<file path="src/rtl/aclink_pkg.sv">
`timescale 1ns/1ps
package aclink_pkg;
  localparam int unsigned TAG_W_DEF      = 16;
  localparam int unsigned SLOT_W_DEF     = 20;
  localparam int unsigned DATA_SLOTS_DEF = 12;

  function automatic int unsigned frame_bits(int unsigned tag_w, int unsigned slot_w,
                                             int unsigned n_slots);
    return tag_w + slot_w * n_slots;
  endfunction
endpackage

</file>
<file path="src/rtl/aclink_frame_timer.sv">
`timescale 1ns/1ps
module aclink_frame_timer #(
  parameter int unsigned FRAME_LEN = 256,
  parameter int unsigned TAG_W     = 16,
  localparam int unsigned CNT_W    = $clog2(FRAME_LEN)
) (
  input  logic             bit_clk_i,
  input  logic             rst_ni,
  output logic [CNT_W-1:0] cnt_o,
  output logic             wrap_o,
  output logic             started_o,
  output logic             sync_o
);
  localparam logic [CNT_W-1:0] LAST     = CNT_W'(FRAME_LEN - 1);
  localparam logic [CNT_W-1:0] PRE      = CNT_W'(FRAME_LEN - 2);
  localparam logic [CNT_W-1:0] SYNC_END = CNT_W'(TAG_W - 1);

  logic [CNT_W-1:0] cnt_q, cnt_d;
  logic             sync_d;

  assign wrap_o = (cnt_q == LAST);
  assign cnt_d  = wrap_o ? '0 : cnt_q + 1'b1;
  // high from one bit before tag MSB through tag bit 1
  assign sync_d = (cnt_d == LAST) || (cnt_d < SYNC_END);

  always_ff @(posedge bit_clk_i or negedge rst_ni) begin
    if (!rst_ni) begin
      cnt_q     <= PRE;
      sync_o    <= 1'b0;
      started_o <= 1'b0;
    end else begin
      cnt_q     <= cnt_d;
      sync_o    <= sync_d;
      started_o <= started_o | wrap_o;
    end
  end

  assign cnt_o = cnt_q;

  p_sync_rise_r2: assert property (@(posedge bit_clk_i) disable iff (!rst_ni)
    $rose(sync_o) |-> (cnt_q == LAST));
  p_sync_fall_r2: assert property (@(posedge bit_clk_i) disable iff (!rst_ni)
    $fell(sync_o) |-> (cnt_q == SYNC_END));
  p_frame_wrap_r1: assert property (@(posedge bit_clk_i) disable iff (!rst_ni)
    wrap_o |=> (cnt_q == '0) && sync_o);
endmodule

</file>
<file path="src/rtl/aclink_tx_serializer.sv">
`timescale 1ns/1ps
module aclink_tx_serializer #(
  parameter int unsigned TAG_W      = 16,
  parameter int unsigned SLOT_W     = 20,
  parameter int unsigned DATA_SLOTS = 12,
  localparam int unsigned FRAME_LEN = TAG_W + SLOT_W * DATA_SLOTS
) (
  input  logic                         bit_clk_i,
  input  logic                         rst_ni,
  input  logic                         load_i,
  input  logic [TAG_W-1:0]             tag_i,
  input  logic [DATA_SLOTS*SLOT_W-1:0] slots_i,
  output logic                         sdata_o
);
  logic [FRAME_LEN-1:0] frame_w;
  logic [FRAME_LEN-1:0] shift_q;

  assign frame_w[FRAME_LEN-1 -: TAG_W] = tag_i;
  for (genvar k = 0; k < DATA_SLOTS; k++) begin : g_pack
    assign frame_w[FRAME_LEN-1-TAG_W-k*SLOT_W -: SLOT_W] = slots_i[k*SLOT_W +: SLOT_W];
  end

  always_ff @(posedge bit_clk_i or negedge rst_ni) begin
    if (!rst_ni) begin
      shift_q <= '0;
      sdata_o <= 1'b0;
    end else if (load_i) begin
      sdata_o <= frame_w[FRAME_LEN-1];
      shift_q <= {frame_w[FRAME_LEN-2:0], 1'b0};
    end else begin
      sdata_o <= shift_q[FRAME_LEN-1];
      shift_q <= {shift_q[FRAME_LEN-2:0], 1'b0};
    end
  end
endmodule

</file>
<file path="src/rtl/aclink_rx_deserializer.sv">
`timescale 1ns/1ps
module aclink_rx_deserializer #(
  parameter int unsigned TAG_W      = 16,
  parameter int unsigned SLOT_W     = 20,
  parameter int unsigned DATA_SLOTS = 12,
  localparam int unsigned FRAME_LEN = TAG_W + SLOT_W * DATA_SLOTS,
  localparam int unsigned CNT_W     = $clog2(FRAME_LEN)
) (
  input  logic                         bit_clk_i,
  input  logic                         rst_ni,
  input  logic [CNT_W-1:0]             cnt_i,
  input  logic                         started_i,
  input  logic                         sdata_i,
  output logic [TAG_W-1:0]             tag_o,
  output logic [DATA_SLOTS*SLOT_W-1:0] slots_o,
  output logic                         done_o
);
  localparam logic [CNT_W-1:0] LAST = CNT_W'(FRAME_LEN - 1);

  logic [FRAME_LEN-2:0] shift_q;
  logic [FRAME_LEN-1:0] frame_q;
  logic                 last_bit;

  assign last_bit = started_i && (cnt_i == LAST);

  always_ff @(negedge bit_clk_i or negedge rst_ni) begin
    if (!rst_ni) begin
      shift_q <= '0;
      frame_q <= '0;
      done_o  <= 1'b0;
    end else begin
      shift_q <= {shift_q[FRAME_LEN-3:0], sdata_i};
      done_o  <= last_bit;
      if (last_bit) frame_q <= {shift_q, sdata_i};
    end
  end

  assign tag_o = frame_q[FRAME_LEN-1 -: TAG_W];
  for (genvar k = 0; k < DATA_SLOTS; k++) begin : g_unpack
    assign slots_o[k*SLOT_W +: SLOT_W] = frame_q[FRAME_LEN-1-TAG_W-k*SLOT_W -: SLOT_W];
  end

  p_done_at_boundary_r6: assert property (@(negedge bit_clk_i) disable iff (!rst_ni)
    done_o |-> (cnt_i == '0));
  p_done_single_r6: assert property (@(negedge bit_clk_i) disable iff (!rst_ni)
    done_o |=> !done_o);
  p_rx_hold_r6: assert property (@(negedge bit_clk_i) disable iff (!rst_ni)
    !done_o |-> ($stable(tag_o) && $stable(slots_o)));
endmodule

</file>
<file path="src/rtl/aclink_frame_engine.sv">
`timescale 1ns/1ps
module aclink_frame_engine
  import aclink_pkg::*;
#(
  parameter int unsigned TAG_W      = TAG_W_DEF,
  parameter int unsigned SLOT_W     = SLOT_W_DEF,
  parameter int unsigned DATA_SLOTS = DATA_SLOTS_DEF,
  localparam int unsigned FRAME_LEN = frame_bits(TAG_W, SLOT_W, DATA_SLOTS),
  localparam int unsigned CNT_W     = $clog2(FRAME_LEN),
  localparam int unsigned PAY_W     = DATA_SLOTS * SLOT_W
) (
  input  logic             bit_clk_i,
  input  logic             rst_ni,
  output logic             sync_o,
  output logic             sdata_o,
  input  logic             sdata_i,
  input  logic [TAG_W-1:0] tx_tag_i,
  input  logic [PAY_W-1:0] tx_slot_i,
  output logic [TAG_W-1:0] rx_tag_o,
  output logic [PAY_W-1:0] rx_slot_o,
  output logic             rx_done_o
);
  logic [CNT_W-1:0] cnt;
  logic             wrap;
  logic             started;

  aclink_frame_timer #(.FRAME_LEN(FRAME_LEN), .TAG_W(TAG_W)) timer_i (
    .bit_clk_i (bit_clk_i),
    .rst_ni    (rst_ni),
    .cnt_o     (cnt),
    .wrap_o    (wrap),
    .started_o (started),
    .sync_o    (sync_o)
  );

  aclink_tx_serializer #(.TAG_W(TAG_W), .SLOT_W(SLOT_W), .DATA_SLOTS(DATA_SLOTS)) tx_i (
    .bit_clk_i (bit_clk_i),
    .rst_ni    (rst_ni),
    .load_i    (wrap),
    .tag_i     (tx_tag_i),
    .slots_i   (tx_slot_i),
    .sdata_o   (sdata_o)
  );

  aclink_rx_deserializer #(.TAG_W(TAG_W), .SLOT_W(SLOT_W), .DATA_SLOTS(DATA_SLOTS)) rx_i (
    .bit_clk_i (bit_clk_i),
    .rst_ni    (rst_ni),
    .cnt_i     (cnt),
    .started_i (started),
    .sdata_i   (sdata_i),
    .tag_o     (rx_tag_o),
    .slots_o   (rx_slot_o),
    .done_o    (rx_done_o)
  );

  p_tag_launch_r3: assert property (@(posedge bit_clk_i) disable iff (!rst_ni)
    wrap |=> (sdata_o == $past(tx_tag_i[TAG_W-1])));
  p_quiet_before_frame_r8: assert property (@(posedge bit_clk_i) disable iff (!rst_ni)
    !started |-> !sdata_o);
endmodule

</file>
<file path="config.mk">
export PLATFORM = sky130hd
export DESIGN_NAME = aclink_frame_engine
export DESIGN_NICKNAME = d
export VERILOG_FILES = /design/src/rtl/aclink_pkg.sv /design/src/rtl/aclink_frame_timer.sv /design/src/rtl/aclink_tx_serializer.sv /design/src/rtl/aclink_rx_deserializer.sv /design/src/rtl/aclink_frame_engine.sv
export SDC_FILE = /design/constraint.sdc
export NUM_CORES = 1
export LEC_CHECK = 0
export ABC_AREA = 1
export BUFFER_PORTS_ARGS = -buffer_cell sky130_fd_sc_hd__buf_2
export CORE_ASPECT_RATIO = 0.75
export CORE_MARGIN = 2
export CORE_UTILIZATION = 45
export DETAILED_ROUTE_END_ITERATION = 8
export PLACE_DENSITY_LB_ADDON = 0.2
export SLEW_MARGIN = 20
export SYNTH_ARGS = -nofsm -noshare
export SYNTH_HDL_FRONTEND = slang
export SYNTH_SLANG_ARGS = --single-unit
</file>
<file path="constraint.sdc">
create_clock -name bit_clk_i -period 2.2 [get_ports bit_clk_i]
set_input_delay 0.55 -clock bit_clk_i [delete_from_list [all_inputs] [get_ports bit_clk_i]]
set_output_delay 0.55 -clock bit_clk_i [all_outputs]
set_load 0.02 [all_outputs]
</file>
After elaboration in Yosys (flattened, before gate mapping). Cells that the tools add are included.

Bits in registers: 779.

Order comparisons: 1. $add $sub $neg: 1. Bitwise operators: 1. Equality and inequality tests: 2. Reduce and logical (&&, ||, !) cells: 2. Muxes and demuxes: 3.

Operator list (number): 256-bit 2-to-1 mux (1); 8-bit equality test, second input constant (2); 8-bit by 1-bit adder with 8-bit output, second input constant (1); 8-bit by 4-bit less-than comparator with 1-bit output, second input constant (1); 8-bit 2-to-1 mux (1); 1-bit logical AND (1); 1-bit logical OR (1); 1-bit 2-to-1 mux (1); 1-bit bitwise OR (1).

Logic depth before layout (Yosys ltp). Gate-level depths: netlist of the first run.

Word-level depth: 4. Depth in mapped cells: 10.

By module. From an unflattened synthesis of the first run, not the netlist that was laid out.

Cells, all modules: 2555. Area, all modules: 27296.2 um^2.

Modules (own cells, without submodules): aclink_rx_deserializer (sequential area each 12812.3 um^2, area each 16933.7 um^2, cells each 1402, instances 1); aclink_tx_serializer (sequential area each 6406.1 um^2, area each 9783.1 um^2, cells each 1081, instances 1); aclink_frame_timer (sequential area each 259.0 um^2, area each 579.3 um^2, cells each 72, instances 1).

==> impl_metrics.env, run 1 <==
export IMPL_crit_slowest_cell="dfrtn_1"
export IMPL_first_pass_iters=5
export IMPL_postSynthCellCount=2523
export IMPL_synth_compound_area_share_pct=4.90
export IMPL_worstPathMaxFanout=2
export IMPL_area_growth_pct=30.1
export IMPL_layout_setup_ws_ns=-0.693
export IMPL_cts_buffer_depth=3
export IMPL_htree_levels=3
export IMPL_antenna_found_initial=8
export IMPL_route_vias_total=19100
export IMPL_grt_pass1_wl_um=104000
export IMPL_clock_sinks=778
export IMPL_worst_endpoint_required_ns=1.65
export IMPL_fin_nets=3367
export IMPL_dp_cells=3784
export IMPL_failed_checks="negative setup slack"
export IMPL_rrSetupSlack_ns=-0.69
export IMPL_hold_viol_final=0
export IMPL_core_area_um2=58700
export IMPL_maxCapViolCount=0
export IMPL_timing_worst_setup_path_type="flip-flop to primary output"
export IMPL_netlist_area_um2=26600
export IMPL_die_area_um2=61100
export IMPL_synth_fp_nets=2784
export IMPL_ant_nets=0
export IMPL_grt_pass1_vias=19500
export IMPL_overflow=0
export IMPL_drc=0
export IMPL_route_detailed_wl_per_inst_um=16.9
export IMPL_ys_warn_count=0
export IMPL_numCtsBuffers=73
export IMPL_rsz0062_at_grt="true"
export IMPL_finalMaxSlewViolations=0
export IMPL_clkTransAtPathRegs_ns=0.06
export IMPL_seq_area_um2=19500
export IMPL_end_kind="primary output"
export IMPL_yosys_area_share_simple_pct=18.8
export IMPL_p_leak_nw=19.0
export IMPL_drive_gt1_share_pct=28.2
export IMPL_synth_area_per_cell_um2=10.5
export IMPL_nFillCells=4889
export IMPL_ios=518
export IMPL_synth_seq_area_share_pct=73.3
export IMPL_cts_root_buffer="clkbuf_16"
export IMPL_start_util_pct=45.3
export IMPL_final_core_util_pct=58.9
export IMPL_synthAdderAreaFrac_pct=0.0941
export IMPL_path_buf_inv=1
export IMPL_cp_arrival_ns=2.34
export IMPL_wl_um=67100
export IMPL_cp_start_kind="flip-flop"
export IMPL_port_buffer_count=517
export IMPL_setup_viol=774
export IMPL_viasPerCell=4.84
export IMPL_worst_pin_slew_ns=0.735
export IMPL_drt_iter0_markers=1241
export IMPL_synth_xor_area_share_pct=0
export IMPL_dpl_hpwl_um=43200
export IMPL_die_width_um=285
export IMPL_synth_area_mux_share_pct=0
export IMPL_place_gp_congestion=0.884
export IMPL_placementRows=77
export IMPL_timing_slew_headroom_pct=51.0
export IMPL_status="complete, but fails checks"
export IMPL_multi_input_comb_area_um2=6790
export IMPL_die_y_um=214
export IMPL_hold_class="primary input to flip-flop"
export IMPL_crit_family="flip-flops"
export IMPL_ys_seq_elements=778
export IMPL_finalNonFillerCells=3957
export IMPL_skew_ns=0.0343
export IMPL_synth_top_family_by_area="simple AND/OR/NAND/NOR gates"
export IMPL_grt_usage_pct=21.3
export IMPL_clk_latency_ns=0.60
export IMPL_p_per_area_nw_per_um2=796
export IMPL_synth_distinct_cells=21
export IMPL_setup_tns_ns=-405.32
export IMPL_grt_max_degree=130
export IMPL_holdBufCountCts=0
export IMPL_slowest_delay_ns=0.52
export IMPL_dp_slack_ns=-0.732
export IMPL_vdd_ir_drop_worst_mv=0.544
export IMPL_cts_tree="yes"
export IMPL_crit_path_cell_trace="buf_6"
==> cell type report <==
cell class	instances	area share (%)
diodes	8	0.0579
flip-flops and latches	778	56.3
repair buffers	649	14.0
clock inverters	25	0.821
clock buffers	103	6.02
inverters	19	0.235
multi-input cells	1585	19.6
well taps	790	2.86
==> where the power goes <==
group	total [W]	switching, W	internal (W)
registers	0.0144	0.0000288	0.0144
logic	0.000624	0.000373	0.000251
clock network	0.0125	0.00535	0.00712
==> metrics by stage <==
stage | hold WS, ns | instance area, um^2 | power (W)
final | 0.148 | 34600 | 0.0275
after CTS | 0.104 | 33800 | 0.0279
after global placement | 0.316 | 30700 | 0.0153
after floorplan | 0.254 | 26700 | 0.0147
after global routing | 0.120 | 34600 | 0.0285
after detailed placement | 0.319 | 30700 | 0.0153
==> Yosys cell counts, drive strengths merged <==
cell type / n / area (um^2)
nand2: 1302 / 4890
dfrtn: 512 / 12800
dfrtp: 259 / 6480
o21ai: 256 / 1280
buf: 87 / 513
clkbuf: 54 / 203
inv: 19 / 71.3
nor2: 14 / 60.1
dfstp: 7 / 184
nand3: 7 / 35.0
ha: 2 / 25.0
o21bai: 2 / 15.0
a21oi: 1 / 5.00
nand4: 1 / 6.26
==> worst paths after layout <==
check                                                endpoint                          start  depth (start not counted)
worst min-delay path              tx_i.shift_q[202]$_DFF_PN0_                  tx_slot_i[21]                          3
worst max-delay path                           rx_slot_o[127]  rx_i.frame_q[107]$_DFFE_NN0P_                          1
min in group asynchronous         timer_i.started_o$_DFF_PN0_                         rst_ni                          3
worst min register to register    rx_i.shift_q[121]$_DFF_NN0_    rx_i.shift_q[120]$_DFF_NN0_                          0
max in group asynchronous       rx_i.frame_q[194]$_DFFE_NN0P_                         rst_ni                          3
worst max register to register   rx_i.frame_q[55]$_DFFE_NN0P_     timer_i.cnt_o[1]$_DFF_PN1_                         10
==> logic make-up after synthesis <==
group           Yosys count
buf+inv                 160
fa+ha+maj                 2
simple gates           1324
compound gates          259
flops                   778
==> flip-flops by register name (all words and copies together) (netlist names) <==
register / cells
rx_i.frame_q: 256
rx_i.shift_q: 255
tx_i.shift_q: 255
timer_i.cnt_o: 8
rx_i.done_o: 1
timer_i.started_o: 1
timer_i.sync_o: 1
tx_i.sdata_o: 1
==> per-layer routing <==
metal | vias to the layer above | share of wire (%) | global-route usage, % | wire, um
met3 | 108 | 4.7 | 4.59 | 3160
met5 | - | 0 | 0 | 0
met1 | 9562 | 44 | 29.0 | 29500
li1 | 9024 | - | - | -
met4 | 0 | 2.5 | 7.18 | 1700
met2 | 443 | 49 | 34.3 | 32600
==> worst min-delay path, cell delays in order <==
cell and delay [ns]:
buf_2 0.07, nand2_1 0.04, nand2_1 0.05
==> repair_timing <==
item / 4_1_cts / 5_1_grt
setup buffers: 17 / 5
cloned: 5 / 15
setup endpoints to repair: 772 / 774
endpoints found under the hold margin: 0 / 0
pin swaps: 2 / 6
gates resized for setup: 180 / 229
==> cells in the final DEF, fill, tap and decap left out, types with 2 or more instances in the layout <==
| cell type | instances |
|---|---|
| o21ai_0 | 39 |
| clkbuf_8 | 12 |
| clkbuf_1 | 17 |
| dfrtn_1 | 512 |
| inv_1 | 17 |
| buf_6 | 64 |
| o21bai_1 | 2 |
| buf_8 | 3 |
| nor2_4 | 2 |
| nand2_2 | 35 |
| buf_12 | 41 |
| o21ai_1 | 147 |
| clkinv_2 | 13 |
| dfrtp_1 | 259 |
| nand2_1 | 1254 |
| inv_4 | 2 |
| clkbuf_16 | 86 |
| dfstp_2 | 7 |
| nand2_4 | 12 |
| buf_2 | 456 |
| buf_4 | 66 |
| diode_2 | 8 |
| nand3_1 | 7 |
| nor2_1 | 12 |
| bufinv_16 | 4 |
| clkinv_8 | 3 |
| o21ai_2 | 70 |
| buf_16 | 7 |
| inv_6 | 4 |
Power figures use the tool's default switching activity.
==> run 2, diff against run 1 <==
--- a/config.mk
+++ b/config.mk
@@ -8,7 +8,6 @@
 export ABC_AREA = 1
 export BUFFER_PORTS_ARGS = -buffer_cell sky130_fd_sc_hd__buf_2
 export CORE_ASPECT_RATIO = 0.75
-export CORE_MARGIN = 2
 export CORE_UTILIZATION = 45
 export DETAILED_ROUTE_END_ITERATION = 8
 export PLACE_DENSITY_LB_ADDON = 0.2
==> constraint.sdc (replaced) <==
create_clock -name bit_clk_i -period 2.2 [get_ports bit_clk_i]
set_input_delay 0.55 -clock bit_clk_i [delete_from_list [all_inputs] [get_ports bit_clk_i]]
set_output_delay 0.55 -clock bit_clk_i [all_outputs]
set_load 0.005 [all_outputs]
==> run 2 against run 1 <==
The run still ends with negative setup slack left; wire length is 2.9% lower; critical path depth is 7 higher; worst setup slack worse by 0.038 ns; sequential share of layout area is 2.4 points higher; worst hold slack worse by 0.0076 ns; die area is 1.6% lower; clock-buffer cell count is 8 higher; first-iteration DRC count is 9.8% higher; non-clock buffer count is 21 lower; largest cell class unchanged; largest power group unchanged.
==> impl_metrics.env, run 2 (synthesis gave the netlist of run 1 again) <==
export IMPL_status="complete, but fails checks"
export IMPL_failed_checks="negative setup slack"
export IMPL_htree_levels=3
export IMPL_first_pass_iters=6
export IMPL_worstPathMaxFanout=36
export IMPL_route_detailed_wl_per_inst_um=16.6
export IMPL_vdd_ir_drop_worst_mv=0.537
export IMPL_grt_pass1_vias=18800
export IMPL_clk_latency_ns=0.59
export IMPL_die_width_um=283
export IMPL_largest_reg_flops=256
export IMPL_overflow=0
export IMPL_post_cts_buffers=0
export IMPL_ios=518
export IMPL_drive_gt1_share_pct=23.9
export IMPL_final_common_cell="nand2_1"
export IMPL_nFillCells=4886
export IMPL_reg_largest_list="rx_i.frame_q: 256 flops, rx_i.shift_q: 255 flops, tx_i.shift_q: 255 flops"
export IMPL_p_leak_nw=18.5
export IMPL_core_area_um2=57900
export IMPL_setup_tns_ns=-333.87
export IMPL_largest_register="rx_i.frame_q"
export IMPL_finalMaxSlewViolations=0
export IMPL_drc=0
export IMPL_hold_class="primary input to flip-flop"
export IMPL_viasPerCell=4.81
export IMPL_route_vias_total=18900
export IMPL_die_area_um2=60100
export IMPL_area_growth_pct=24.8
export IMPL_numCtsBuffers=73
export IMPL_antenna_found_initial=6
export IMPL_die_y_um=212
export IMPL_grt_max_degree=106
export IMPL_clock_sinks=778
export IMPL_maxCapViolCount=0
export IMPL_cts_buffer_depth=3
export IMPL_timing_worst_setup_path_type="flip-flop to flip-flop"
export IMPL_fin_nets=3346
export IMPL_p_total_w=0.0271
export IMPL_port_buffer_count=517
export IMPL_layout_setup_ws_ns=-0.731
export IMPL_grt_pass1_wl_um=101000
export IMPL_worst_endpoint_required_ns=1.52
export IMPL_rsz0062_at_grt="true"
export IMPL_place_gp_congestion=0.854
export IMPL_p_per_area_nw_per_um2=816
export IMPL_setup_viol=768
export IMPL_dpl_hpwl_um=44400
export IMPL_drt_iter0_markers=1362
export IMPL_grt_usage_pct=21.4
export IMPL_skew_ns=0.0213
export IMPL_placementRows=76
export IMPL_final_cell_mix="nand2_1, buf_2, dfrtn_1"
export IMPL_cts_tree="yes"
export IMPL_start_util_pct=45.9
export IMPL_cp_start_kind="flip-flop"
export IMPL_cp_arrival_ns=2.25
export IMPL_cts_root_buffer="clkbuf_16"
export IMPL_worst_pin_slew_ns=1.01
export IMPL_ant_nets=0
export IMPL_clkTransAtPathRegs_ns=0.06
export IMPL_end_kind="flip-flop"
export IMPL_hold_viol_final=0
export IMPL_timing_slew_headroom_pct=33.0
export IMPL_wl_um=65100
-- run 2: changes by cell type in the layout (fill, tap and decap cells not counted), sizes merged --
cell         previous run  this run
buf                   637       625
bufinv                  4         0
clkbuf                115       113
clkinv                 16        18
clkinvlp                0         2
diode                   8         6
inv                    24        22
dlygate4sd3             0         1
-- run 2: cell type report --
type	instances	area (um^2)	area share [%]
Inverter	19	81.3	0.245
Clock buffer	111	2110	6.37
Multi-Input combinational cell	1585	6360	19.2
Clock inverter	23	165	0.498
Timing Repair Buffer	628	3990	12.0
Sequential cell	778	19500	58.7
Antenna cell	6	15.0	0.0453
Tap cell	780	976	2.94
-- run 2: report_power, final --
group / internal [W] / leakage (nW) / switching (W)
clock: 0.00669 / 1.12 / 0.00532
combinational: 0.000253 / 7.69 / 0.000379
sequential: 0.0144 / 9.65 / 0.0000300
-- run 2: repair_timing --
item	CTS	global route
cloned	0	2
resized for setup	14	35
endpoints found under the setup margin	770	772
pin swaps	2	1
hold buffers	1	0
hold endpoints to repair	1	0
-- run 2: path summary, 6_finish.rpt --
check	depth (start not counted)	endpoint	startpoint	slack [ns]
max	8	rx_i.frame_q[67]$_DFFE_NN0P_	timer_i.cnt_o[1]$_DFF_PN1_	-0.73
min	3	tx_i.shift_q[194]$_DFF_PN0_	tx_slot_i[53]	0.14
max reg2reg	8	rx_i.frame_q[67]$_DFFE_NN0P_	timer_i.cnt_o[1]$_DFF_PN1_	-0.73
min reg2reg	0	rx_i.shift_q[60]$_DFF_NN0_	rx_i.shift_q[59]$_DFF_NN0_	0.32
max in group asynchronous	3	rx_i.shift_q[91]$_DFF_NN0_	rst_ni	0.13
min in group asynchronous	3	timer_i.started_o$_DFF_PN0_	rst_ni	0.57
-- run 2: critical path: stages (launching register included) --
cell and delay, ns:
dfstp_2 0.55, ha_4 0.14, nand2_4 0.05, nor2_4 0.13, nand2_8 0.08, buf_12 0.17
clkbuf_16 0.23, o21ai_1 0.14, nand2_1 0.08
-- run 2: routing by layer --
layer	vias up	wire length, um	GRT usage, %
met1	9417	29100	30.4
met3	80	3130	4.14
met2	450	31600	33.4
li1	8971	-	-
met5	-	10	0
met4	2	1260	6.62
-- run 2: metrics by stage --
step	cells	setup WS (ns)	instance area [um^2]	utilization (%)	hold WS, ns
final	3930	-0.731	33200	57.3	0.140
after global routing	3929	-0.803	33200	57.3	0.116
after floorplan	2523	-0.517	26700	-	0.254
after detailed placement	3786	-0.764	30800	53.1	0.318
after CTS	3921	-0.717	33100	57.1	0.0879
after global placement	3786	-0.708	30800	53.1	0.316
==> run 3, diff against run 2 <==
--- a/config.mk
+++ b/config.mk
@@ -6,10 +6,11 @@
 export NUM_CORES = 1
 export LEC_CHECK = 0
 export ABC_AREA = 1
-export BUFFER_PORTS_ARGS = -buffer_cell sky130_fd_sc_hd__buf_2
+export BUFFER_PORTS_ARGS = -buffer_cell sky130_fd_sc_hd__clkbuf_2
 export CORE_ASPECT_RATIO = 0.75
 export CORE_UTILIZATION = 45
 export DETAILED_ROUTE_END_ITERATION = 8
+export HOLD_SLACK_MARGIN = 0.05
 export PLACE_DENSITY_LB_ADDON = 0.2
 export SLEW_MARGIN = 20
 export SYNTH_ARGS = -nofsm -noshare
==> run 3 against run 2 <==
The run still ends with negative setup slack left; worst setup slack lost 0.032 ns; sequential share of layout area down 0.26 points; cell count is 0.23% lower; clock skew increased by 0.012 ns; worst hold slack got worse by 0.0022 ns; first-iteration DRC count shrank 3.6%; critical endpoint is now rx_i.frame_q[98]$_DFFE_NN0P_; largest power group unchanged.
==> impl_metrics.env, run 3 (synthesis gave the netlist of run 1 again) <==
export IMPL_rsz0062_at_grt="true"
export IMPL_rrSetupSlack_ns=-0.76
export IMPL_maxCapViolCount=0
export IMPL_grt_pass1_wl_um=101000
export IMPL_place_gp_congestion=0.824
export IMPL_ios=518
export IMPL_cp_start_kind="flip-flop"
export IMPL_timing_slew_headroom_pct=33.1
export IMPL_antenna_found_initial=2
export IMPL_viasPerCell=4.83
export IMPL_reg_largest_list="rx_i.frame_q: 256 flops, rx_i.shift_q: 255 flops, tx_i.shift_q: 255 flops"
export IMPL_grt_pass1_vias=18900
export IMPL_startpoint="timer_i.cnt_o[1]$_DFF_PN1_"
export IMPL_nFillCells=4887
export IMPL_largest_register="rx_i.frame_q"
export IMPL_vdd_ir_drop_worst_mv=0.524
export IMPL_r2r_start="timer_i.cnt_o[1]$_DFF_PN1_"
export IMPL_route_detailed_wl_per_inst_um=16.6
export IMPL_overflow=0
export IMPL_route_vias_total=18900
export IMPL_largest_reg_flops=256
export IMPL_core_area_um2=57900
export IMPL_clkTransAtPathRegs_ns=0.06
export IMPL_cp_arrival_ns=2.47
export IMPL_skew_ns=0.0334
export IMPL_p_sw_share_pct=21.1
export IMPL_start_util_pct=45.9
export IMPL_hold_class="primary input to flip-flop"
export IMPL_clk_latency_ns=0.61
export IMPL_grt_max_degree=129
export IMPL_multi_input_comb_area_um2=6360
export IMPL_die_y_um=212
export IMPL_drive_gt1_share_pct=24.0
export IMPL_timing_worst_setup_path_type="flip-flop to flip-flop"
export IMPL_fin_nets=3344
export IMPL_power_frac_seq_pct=52.0
export IMPL_setup_tns_ns=-329.50
export IMPL_reg2reg_depth=10
export IMPL_numCtsBuffers=74
export IMPL_final_cell_mix="nand2_1, clkbuf_2, dfrtn_1"
export IMPL_crit_path_end="rx_i.frame_q[98]$_DFFE_NN0P_"
export IMPL_hold_viol_final=0
export IMPL_port_buffer_count=517
export IMPL_ant_nets=0
export IMPL_clkPwrFrac_pct=45.8
export IMPL_htree_levels=3
export IMPL_fin_area_um2=33300
export IMPL_worst_endpoint_required_ns=1.71
export IMPL_p_per_area_nw_per_um2=833
export IMPL_net_switching_power_w=0.00586
export IMPL_finalMaxSlewViolations=0
export IMPL_postPlaceCellArea_um2=30800
export IMPL_clock_sinks=778
export IMPL_dpl_hpwl_um=44600
export IMPL_cts_root_buffer="clkbuf_16"
export IMPL_first_pass_iters=6
export IMPL_failed_checks="negative setup slack"
export IMPL_placementRows=76
export IMPL_setup_viol=521
export IMPL_final_common_cell="nand2_1"
export IMPL_reg2reg_to="rx_i.frame_q[98]$_DFFE_NN0P_"
export IMPL_layout_setup_ws_ns=-0.762
export IMPL_p_leak_nw=18.3
export IMPL_post_cts_buffers=0
export IMPL_grt_usage_pct=21.3
export IMPL_dp_slack_ns=-0.785
export IMPL_die_width_um=283
export IMPL_worstPathMaxFanout=30
export IMPL_cts_tree="yes"
export IMPL_status="complete, but fails checks"
export IMPL_worst_pin_slew_ns=1.00
export IMPL_drc=0
export IMPL_drt_iter0_markers=1313
export IMPL_p_int_w=0.0219
export IMPL_wl_um=64900
export IMPL_end_kind="flip-flop"
export IMPL_cts_buffer_depth=3
export IMPL_seq_area_um2=19500
export IMPL_die_area_um2=60100
export IMPL_area_growth_pct=25.4
export IMPL_p_comb_share_pct=2.2
[run 3: changes by cell type in the layout (fill, tap and decap cells not counted), sizes merged]
cell / change
buf: -518
inv: -1
dlygate4sd3: -1
clkinvlp: -2
diode: -4
clkbuf: +516
bufinv: +1
[run 3: power groups by stage]
stage | Sequential, W | Clock (W) | Combinational (W)
5_1_grt | 0.0144 | 0.0136 | 0.000696
4_1_cts | 0.0144 | 0.0130 | 0.000640
2_1_floorplan | 0.0147 | 0 | 0.00000107
3_5_place_dp | 0.0147 | 0 | 0.000639
3_3_place_gp | 0.0147 | 0 | 0.000628
6_report | 0.0144 | 0.0127 | 0.000614
[run 3: critical path: stages (launching register included)]
cell     delay (ns)
dfstp_2        0.55
ha_4           0.14
nand2_4        0.05
nor2_4         0.14
nand2_8        0.07
buf_12         0.17
nor2_4         0.13
buf_12         0.21
buf_12         0.20
nand2_1        0.08
nand2_1        0.08
[run 3: worst min path at each step]
| stage | startpoint | to | slack [ns] | cells past startpoint |
|---|---|---|---|---|
| CTS | tx_slot_i[141] | tx_i.shift_q[82]$_DFF_PN0_ | 0.1 | 3 |
| floorplan | rst_ni | timer_i.cnt_o[0]$_DFF_PN0_ | 0.25 | 0 |
| global placement | rx_i.shift_q[211]$_DFF_NN0_ | rx_i.shift_q[212]$_DFF_NN0_ | 0.32 | 0 |
| detailed placement | rx_i.shift_q[30]$_DFF_NN0_ | rx_i.shift_q[31]$_DFF_NN0_ | 0.32 | 0 |
| global route | tx_slot_i[52] | tx_i.shift_q[193]$_DFF_PN0_ | 0.1 | 3 |
| finish | tx_slot_i[37] | tx_i.shift_q[218]$_DFF_PN0_ | 0.14 | 3 |
[run 3: area by class of cell]
class	instances	share of cell area [%]
diodes	2	0.0150
clock buffers	111	6.74
clock inverters	21	0.661
inverters	19	0.244
multi-input cells	1585	19.1
flip-flops and latches	778	58.4
well taps	780	2.93
repair buffers	625	11.9
[run 3: layer usage]
metal	up-vias	wire, um	global-route usage (%)
li1	8952	-	-
met1	9412	29100	30.3
met2	426	30800	32.8
met3	127	3150	4.36
met4	2	1890	7.36
met5	-	13	0
[run 3: what timing repair did]
| item | CTS | global route |
|---|---|---|
| pin swaps | 0 | 0 |
| endpoints found under the setup margin | 526 | 667 |
| cloned | 0 | 2 |
| hold buffers | 0 | 0 |
| gates resized for setup | 6 | 7 |
[run 3: stage by stage]
stage,hold slack [ns],util (%),instances,power (W)
final,0.138,57.5,3921,0.0278
after detailed placement,0.318,53.2,3785,0.0153
after global routing,0.0998,57.5,3920,0.0287
after global placement,0.317,53.2,3785,0.0153
after floorplan,0.254,-,2523,0.0147
after CTS,0.0950,57.4,3917,0.0281
